==> src/rtl/phy_param_pkg.sv <==
package phy_param_pkg;
  localparam int CFG_W    = 32;
  localparam int FIELD_LSB = 16;
  localparam int ADDR_W   = 12;
  localparam int DATA_W   = 8;
  localparam int AEN_BIT  = 28;
  localparam int DEN_BIT  = 29;

  localparam int IDX_SYNC_MODE = 0;
  localparam int BIT_SYNC_MODE = 5;
  localparam int IDX_SYNC_LEN  = 1;
  localparam int IDX_SLEW      = 10;
  localparam int BIT_LS_SLEW   = 6;
  localparam int BIT_FSLS_DRV  = 5;

  typedef struct packed {
    logic              addr_rise;
    logic              data_rise;
    logic [ADDR_W-1:0] addr;
    logic [DATA_W-1:0] data;
  } cfg_event_t;
endpackage

==> src/rtl/cfg_edge_detect.sv <==
module cfg_edge_detect
  import phy_param_pkg::*;
(
  input  logic             clk,
  input  logic             rst_n,
  input  logic             we,
  input  logic [CFG_W-1:0] wdata,
  output cfg_event_t       ev,
  output logic             aen_lvl,
  output logic             den_lvl
);
  logic aen_q, den_q;

  // reference levels follow written words only, never the idle bus
  always_ff @(posedge clk or negedge rst_n) begin
    if (!rst_n) begin
      aen_q <= 1'b0;
      den_q <= 1'b0;
    end else if (we) begin
      aen_q <= wdata[AEN_BIT];
      den_q <= wdata[DEN_BIT];
    end
  end

  logic a_rise, d_rise;
  always_comb begin
    a_rise = we & wdata[AEN_BIT] & ~aen_q;
    // a simultaneous address edge wins; the byte is dropped
    d_rise = we & wdata[DEN_BIT] & ~den_q & ~a_rise;
    ev.addr_rise = a_rise;
    ev.data_rise = d_rise;
    ev.addr      = wdata[FIELD_LSB +: ADDR_W];
    ev.data      = wdata[FIELD_LSB +: DATA_W];
  end

  assign aen_lvl = aen_q;
  assign den_lvl = den_q;

  a_r10_idle_keeps_ref: assert property (@(posedge clk) disable iff (!rst_n)
    !we |=> ($stable(aen_lvl) && $stable(den_lvl)));
endmodule

==> src/rtl/param_addr_latch.sv <==
module param_addr_latch
  import phy_param_pkg::*;
#(
  parameter int NUM_REGS = 16
) (
  input  logic              clk,
  input  logic              rst_n,
  input  logic              addr_rise,
  input  logic [ADDR_W-1:0] addr_in,
  input  logic              data_rise,
  output logic [ADDR_W-1:0] addr_q,
  output logic              addr_vld,
  output logic              commit
);
  localparam logic [ADDR_W-1:0] LIMIT = ADDR_W'(NUM_REGS);

  always_ff @(posedge clk or negedge rst_n) begin
    if (!rst_n) begin
      addr_q   <= '0;
      addr_vld <= 1'b0;
    end else if (addr_rise) begin
      addr_q   <= addr_in;
      addr_vld <= 1'b1;
    end
  end

  assign commit = data_rise & addr_vld & (addr_q < LIMIT);

  a_r2_addr_capture: assert property (@(posedge clk) disable iff (!rst_n)
    addr_rise |=> (addr_vld && addr_q == $past(addr_in)));
  a_r9_addr_persists: assert property (@(posedge clk) disable iff (!rst_n)
    !addr_rise |=> $stable(addr_q));
endmodule

==> src/rtl/param_regfile.sv <==
module param_regfile #(
  parameter int NUM_REGS = 16,
  parameter int DATA_W   = 8,
  localparam int IDX_W   = (NUM_REGS > 1) ? $clog2(NUM_REGS) : 1
) (
  input  logic                             clk,
  input  logic                             rst_n,
  input  logic                             wr_en,
  input  logic [IDX_W-1:0]                 wr_idx,
  input  logic [DATA_W-1:0]                wr_data,
  output logic [NUM_REGS-1:0][DATA_W-1:0]  regs
);
  for (genvar i = 0; i < NUM_REGS; i++) begin : g_entry
    logic hit;
    assign hit = wr_en && (wr_idx == IDX_W'(i));
    always_ff @(posedge clk or negedge rst_n) begin
      if (!rst_n)   regs[i] <= '0;
      else if (hit) regs[i] <= wr_data;
    end
  end

  a_r3_entry_written: assert property (@(posedge clk) disable iff (!rst_n)
    wr_en |=> (regs[$past(wr_idx)] == $past(wr_data)));
endmodule

==> src/rtl/param_field_map.sv <==
module param_field_map
  import phy_param_pkg::*;
#(
  parameter int NUM_REGS = 16
) (
  input  logic [NUM_REGS-1:0][DATA_W-1:0] regs,
  output logic                            rx_sync_chk,
  output logic [1:0]                      rx_sync_len,
  output logic                            ls_slew,
  output logic                            fsls_drv
);
  if (IDX_SYNC_MODE < NUM_REGS) begin : g_mode
    assign rx_sync_chk = regs[IDX_SYNC_MODE][BIT_SYNC_MODE];
  end else begin : g_mode_none
    assign rx_sync_chk = 1'b0;
  end

  if (IDX_SYNC_LEN < NUM_REGS) begin : g_len
    assign rx_sync_len = regs[IDX_SYNC_LEN][1:0];
  end else begin : g_len_none
    assign rx_sync_len = 2'b00;
  end

  if (IDX_SLEW < NUM_REGS) begin : g_slew
    assign ls_slew  = regs[IDX_SLEW][BIT_LS_SLEW];
    assign fsls_drv = regs[IDX_SLEW][BIT_FSLS_DRV];
  end else begin : g_slew_none
    assign ls_slew  = 1'b0;
    assign fsls_drv = 1'b0;
  end
endmodule

==> src/rtl/phy_param_port.sv <==
module phy_param_port
  import phy_param_pkg::*;
#(
  parameter int NUM_REGS = 16
) (
  input  logic        clk,
  input  logic        rst_n,
  input  logic        cfg_we,
  input  logic [31:0] cfg_wdata,
  output logic        rx_sync_chk,
  output logic [1:0]  rx_sync_len,
  output logic        ls_slew,
  output logic        fsls_drv
);
  localparam int IDX_W = (NUM_REGS > 1) ? $clog2(NUM_REGS) : 1;
  localparam logic [ADDR_W-1:0] LIMIT = ADDR_W'(NUM_REGS);

  cfg_event_t        ev;
  logic              aen_lvl, den_lvl;
  logic [ADDR_W-1:0] addr_q;
  logic              addr_vld, commit;
  logic [NUM_REGS-1:0][DATA_W-1:0] regs;

  cfg_edge_detect u_edge (
    .clk(clk), .rst_n(rst_n), .we(cfg_we), .wdata(cfg_wdata),
    .ev(ev), .aen_lvl(aen_lvl), .den_lvl(den_lvl)
  );

  param_addr_latch #(.NUM_REGS(NUM_REGS)) u_addr (
    .clk(clk), .rst_n(rst_n), .addr_rise(ev.addr_rise), .addr_in(ev.addr),
    .data_rise(ev.data_rise), .addr_q(addr_q), .addr_vld(addr_vld),
    .commit(commit)
  );

  param_regfile #(.NUM_REGS(NUM_REGS), .DATA_W(DATA_W)) u_file (
    .clk(clk), .rst_n(rst_n), .wr_en(commit),
    .wr_idx(addr_q[IDX_W-1:0]), .wr_data(ev.data), .regs(regs)
  );

  param_field_map #(.NUM_REGS(NUM_REGS)) u_map (
    .regs(regs), .rx_sync_chk(rx_sync_chk), .rx_sync_len(rx_sync_len),
    .ls_slew(ls_slew), .fsls_drv(fsls_drv)
  );

  a_r4_held_enable: assert property (@(posedge clk) disable iff (!rst_n)
    (cfg_we && cfg_wdata[DEN_BIT] && den_lvl) |=> $stable(regs));
  a_r5_no_addr_no_write: assert property (@(posedge clk) disable iff (!rst_n)
    !addr_vld |=> $stable(regs));
  a_r6_out_of_range: assert property (@(posedge clk) disable iff (!rst_n)
    (addr_vld && addr_q >= LIMIT) |=> $stable(regs));
  a_r7_both_rise_drops_data: assert property (@(posedge clk) disable iff (!rst_n)
    (cfg_we && cfg_wdata[AEN_BIT] && cfg_wdata[DEN_BIT] && !aen_lvl)
      |=> $stable(regs));
  a_r10_idle_no_write: assert property (@(posedge clk) disable iff (!rst_n)
    !cfg_we |=> $stable(regs));
endmodule

==> config.mk <==
export PLATFORM = sky130hd
export DESIGN_NAME = phy_param_port
export DESIGN_NICKNAME = d
export VERILOG_FILES = /design/src/rtl/phy_param_pkg.sv /design/src/rtl/cfg_edge_detect.sv /design/src/rtl/param_addr_latch.sv /design/src/rtl/param_regfile.sv /design/src/rtl/param_field_map.sv /design/src/rtl/phy_param_port.sv
export SDC_FILE = /design/constraint.sdc
export NUM_CORES = 1
export LEC_CHECK = 0
export BUFFER_PORTS_ARGS = -buffer_cell sky130_fd_sc_hd__buf_2
export CORE_MARGIN = 2
export CORE_UTILIZATION = 55
export CTS_BUF_LIST = sky130_fd_sc_hd__clkbuf_16
export CTS_CLUSTER_SIZE = 10
export DETAILED_ROUTE_END_ITERATION = 10
export GPL_TIMING_DRIVEN = 1
export PLACE_DENSITY = 0.85
export SETUP_SLACK_MARGIN = 0.2
export SYNTH_ARGS = -nofsm -noshare
export SYNTH_HDL_FRONTEND = slang
export SYNTH_HIERARCHICAL = 1
export SYNTH_SLANG_ARGS = --single-unit
==> constraint.sdc <==
create_clock -name clk -period 2.8 [get_ports clk]
set_input_delay 0.28 -clock clk [delete_from_list [all_inputs] [get_ports clk]]
set_output_delay 0.28 -clock clk [all_outputs]
set_load 0.02 [all_outputs]
== Word level (Yosys, flattened, before mapping) ==
Index checks and enable logic that the tools add are counted.
Word-level totals
  input port bits: 35
  output and inout bits: 5
  register bits: 30
  word-level logic and storage cells: 24
Operators by class
  equal/unequal tests: 2
  bitwise operators: 10
  reduce and logical (&&, ||, !) cells: 4
  magnitude comparators: 1
Operators with widths (number)
  $lt 12x5->1 const B: 1
  $and 1x1->1: 7
  $eq 4x1->1 const B: 1
  $eq 4x4->1 const B: 1
  $logic_not 4->1: 1
  $logic_and 1x1->1: 3
  $not 1->1: 3

== Logic depth before layout (Yosys ltp) ==
  depth in word-level cells: 7
  gate-level depth with buffers: 8
  mapped depth without buffers: 7

== By module ==
Netlist, hierarchy kept.
By module, submodules not included
  param_regfile: area each 4957.3 um^2, seq. area each 3203.1 um^2, cells an instance 294, instances 1
  param_addr_latch: area each 506.7 um^2, seq. area each 325.3 um^2, cells an instance 30, instances 1
  cfg_edge_detect: area each 259.0 um^2, seq. area each 50.0 um^2, cells an instance 32, instances 1
  param_field_map: area each 37.5 um^2, seq. area each 0.0 um^2, cells an instance 5, instances 1

== Least setup slack after synthesis ==
OpenSTA, ideal clock, no wires.
  kind: reg2reg
  from: reg u_addr.addr_q[11]
  to: reg, netlist name u_file/regs[100]
  cell stages (with the launch flop): 7
  clock period less this slack: 2485 ps
  slack: 315 ps
  buffers on the path: 1
  data arrival time: 2360 ps
  required time: 2675 ps
  setup time: 125 ps
  cell sequence: dfrtp_1 or4_4 nor4_2 nand3_2 or3_1 buf_6 mux2_4
RTL lines
  start, declared: RTL line param_addr_latch.sv:11  | output logic [ADDR_W-1:0] addr_q,
  start signal, assigned: RTL line param_addr_latch.sv:22  | addr_q <= addr_in;

== Worst setup path in the final report ==
  from: reg u_addr.addr_q[11]
  to: reg u_file/regs[9] in the netlist's numbering
Between the ends
  longest elaborated chain between the ends: 3
Ends and longest elaborated chain
  $lt 12x5->1: RTL line param_addr_latch.sv:27  | assign commit = data_rise & addr_vld & (addr_q < LIMIT);
  $and 1x1->1: RTL line param_addr_latch.sv:27
  via commit: RTL line phy_param_port.sv:21  | logic addr_vld, commit;
  $logic_and 1x1->1: RTL line param_regfile.sv:15  | assign hit = wr_en && (wr_idx == IDX_W'(i));
  end signal, assigned by index: RTL line param_regfile.sv:18  | else if (hit) regs[i] <= wr_data;
  end, declared: RTL line param_regfile.sv:11  | output logic [NUM_REGS-1:0][DATA_W-1:0] regs
The timed path passes the listed nets, and every way through them passes these cells.
A chain may end at the register's enable or synchronous reset.

==> impl_summary.txt <==
----------------------------------------------------
[Run status]
  Result of the run ... finished clean

[Critical path]
  Capturing element type of the critical path ... register
  R2R depth ... 5
  Endpoint arrival time on the critical path ... 2160 ps
  Crit path cell chain ... or4_4 -> nor4_2 -> nor3b_2 -> nand3b_2 -> mux2_2
  Cell at the slowest stage of the critical path ... sky130_fd_sc_hd__or4_4
  Maximum fanout count along the critical path ... 2
  Worst Setup Path Type ... reg2reg
  Data required time at the worst endpoint ... ~2900 ps
  Element type at the critical path start ... register
  CP peak stage delay ... around 540 ps

[Cells and area]
  Highest-count cells in the layout ignoring fill and taps ... 21 x sky130_fd_sc_hd__buf_2, 20 x sky130_fd_sc_hd__dfrtp_1, 16 x sky130_fd_sc_hd__mux2_2, 3 x sky130_fd_sc_hd__clkbuf_16
  Most common cell after layout, fill and taps aside ... sky130_fd_sc_hd__buf_2
  Filler Cells Inserted ... 131
  Final cell count without fillers ... around 110
  Growth of design area from synthesis to finish ... 3.87%
  Ratio of cells with drive above 1 in the final layout ... 59.0%
  Number of nets at the end of the flow ... ~120
  Antenna cell count ... 0

[Drt]
  Total vias in the final route ... 532
  Routed vias/inst ... 4.93
  Total Routed Length ... around 1400 um
  Antenna Nets Post-Route ... 0
  DRC violation total after the first TritonRoute iteration ... 3
  Post-DR wirelength/cell ... 13.3 um
  Number of design rule violations left after detail routing ... 0
  Number of detailed-routing iterations run before antenna repair ... 3

[CTS]
  Root buf cell ... sky130_fd_sc_hd__clkbuf_16
  TritonCTS clock tree ... done
  Count of clock tree sinks ... 20
  Number of buffers on the longest clock path ... 2
  Number of buffers inserted during clock tree synthesis ... 3
  Latest clock arrival within the worst-skew pair ... 250 ps
  Clock slew at reported path FFs ... ~50 ps
  Number of levels in the clock H-tree ... 1

[Timing]
  Share of the clock period used by the worst path after layout ... between 70 and 80%
  Max_slew headroom ... a little over 70%
  Fmax ... ~0.49 GHz
  Setup tns final ... 0 ps
  Worst-Margin Slew ... 423 ps
  Final worst clock skew ... 4.25 ps
  Final setup violation count ... 0
  Hold WS ... roughly 260 ps
  Final worst path period need ... a little over 2000 ps
  Max Slew Vio Count ... 0
  Unrepaired setup endpoints after global routing ... false
  Hold violation count in the final report ... 0
  Post-route setup slack ... 776 ps

[Global routing]
  Initial antenna violation count ... 0
  Global route overflow ... 0
  Vias in the first global route ... 532
  Largest net degree at the start of global routing ... 21
  First-pass GRT wire length ... 2330 um
  Global routing usage summed across all routing layers ... 16.2%

[Floorplanning]
  Die width ... 47.4 um
  Placeable Area ... about 1700 um2
  Vertical die dimension ... between 40 and 50 um
  Row count ... 15
  Area enclosed by the die boundary ... 2240 um2
  Top-Level Pins ... 40
  Initial core utilization ... 59.2%

[Power]
  Total chip power ... 0.732 mW
  Static power due to leakage ... between 0.5 and 0.6 nW
  Cell area power density ... roughly 700 nW/um2
  Maximum vdd drop ... 0.000601 V

[Placement]
  Post-place setup slack ... 774 ps
  Placed Cells ... 103
  Count of input and output buffers ... 21
  Placer congestion estimate ... 0.656
  Detailed-placement wirelength estimate ... 1090 um

[Logic synthesis]
  Cell area after synthesis ... around 1000 um2
  YS warnings ... 6
  Post-synthesis cell count ... 84
  Post-Syn Area per Cell ... 12.3 um2
  Synthesized netlist net count ... approximately 120

[Min path]
  Cell depth of the worst hold path ... 2
  Path class of the lowest-slack min-delay path ... in2reg

[Job]
  Max-cap violations ... 0

----------------------------------------------------
[through the flow]
| step | instance area [um2] | utilization [%] |
|---|---|---|
| after floorplan | 1030 | - |
| after global placement | 985 | 56.4 |
| after detailed placement | 985 | 56.4 |
| after CTS | 1070 | 61.5 |
| after global routing | 1070 | 61.5 |
| final | 1070 | 61.5 |
[routing by layer]
layer | track usage, % | vias up | share of wire [%]
met5 | 0 | - | 0
met4 | 10.0 | 0 | 2.4
met3 | 4.62 | 5 | 4.8
met2 | 26.2 | 14 | 52
met1 | 18.9 | 260 | 41
li1 | - | 253 | -
[worst paths after layout]
path | from | endpoint | slack, ps
min | cfg_wdata[27] | u_addr/addr_q[11] | 260
max in group asynchronous | rst_n | u_file/regs[8] | 2010
min reg2reg | u_addr/addr_vld | u_addr/addr_vld | 470
max | u_addr/addr_q[11] | u_file/regs[9] | 780
max reg2reg | u_addr/addr_q[11] | u_file/regs[9] | 780
min in group asynchronous | rst_n | u_addr/addr_q[5] | 500
[repair_timing]
item / CTS / global route
hold buffers: 1 / 0
setup endpoints to repair: 0 / 0
resized for setup: 0 / 0
endpoints found under the hold margin: 20 / 0
buffers inserted: 0 / 0
[cell type report]
type                            count  area [um2]  area share [%]
Inverter                            2        7.51           0.699
Tap cell                           25        31.3            2.91
Clock buffer                        3        75.1            6.99
Timing Repair Buffer               23         123            11.4
Clock inverter                      1        3.75           0.350
Multi-Input combinational cell     34         333            31.0
Sequential cell                    20         500            46.6
[state kept, by name, summed over array words and instances (netlist names)]
register         flops
u_file/regs          5
u_edge/aen_lvl       1
u_addr/addr_vld      1
u_edge/den_lvl       1
u_addr/addr_q       12
[worst max-delay path: cells and delay by family (launching register included)]
family	cells	cell delay, ps
simple gates	4	1250
flops	1	370
mux	1	280
[where the power goes]
part           switching [mW]  internal (mW)  total [mW]
clock                  0.0980          0.190       0.288
combinational          0.0308         0.0526      0.0834
sequential             0.0304          0.330       0.361
No activity file was read; power rests on OpenSTA's default activity.
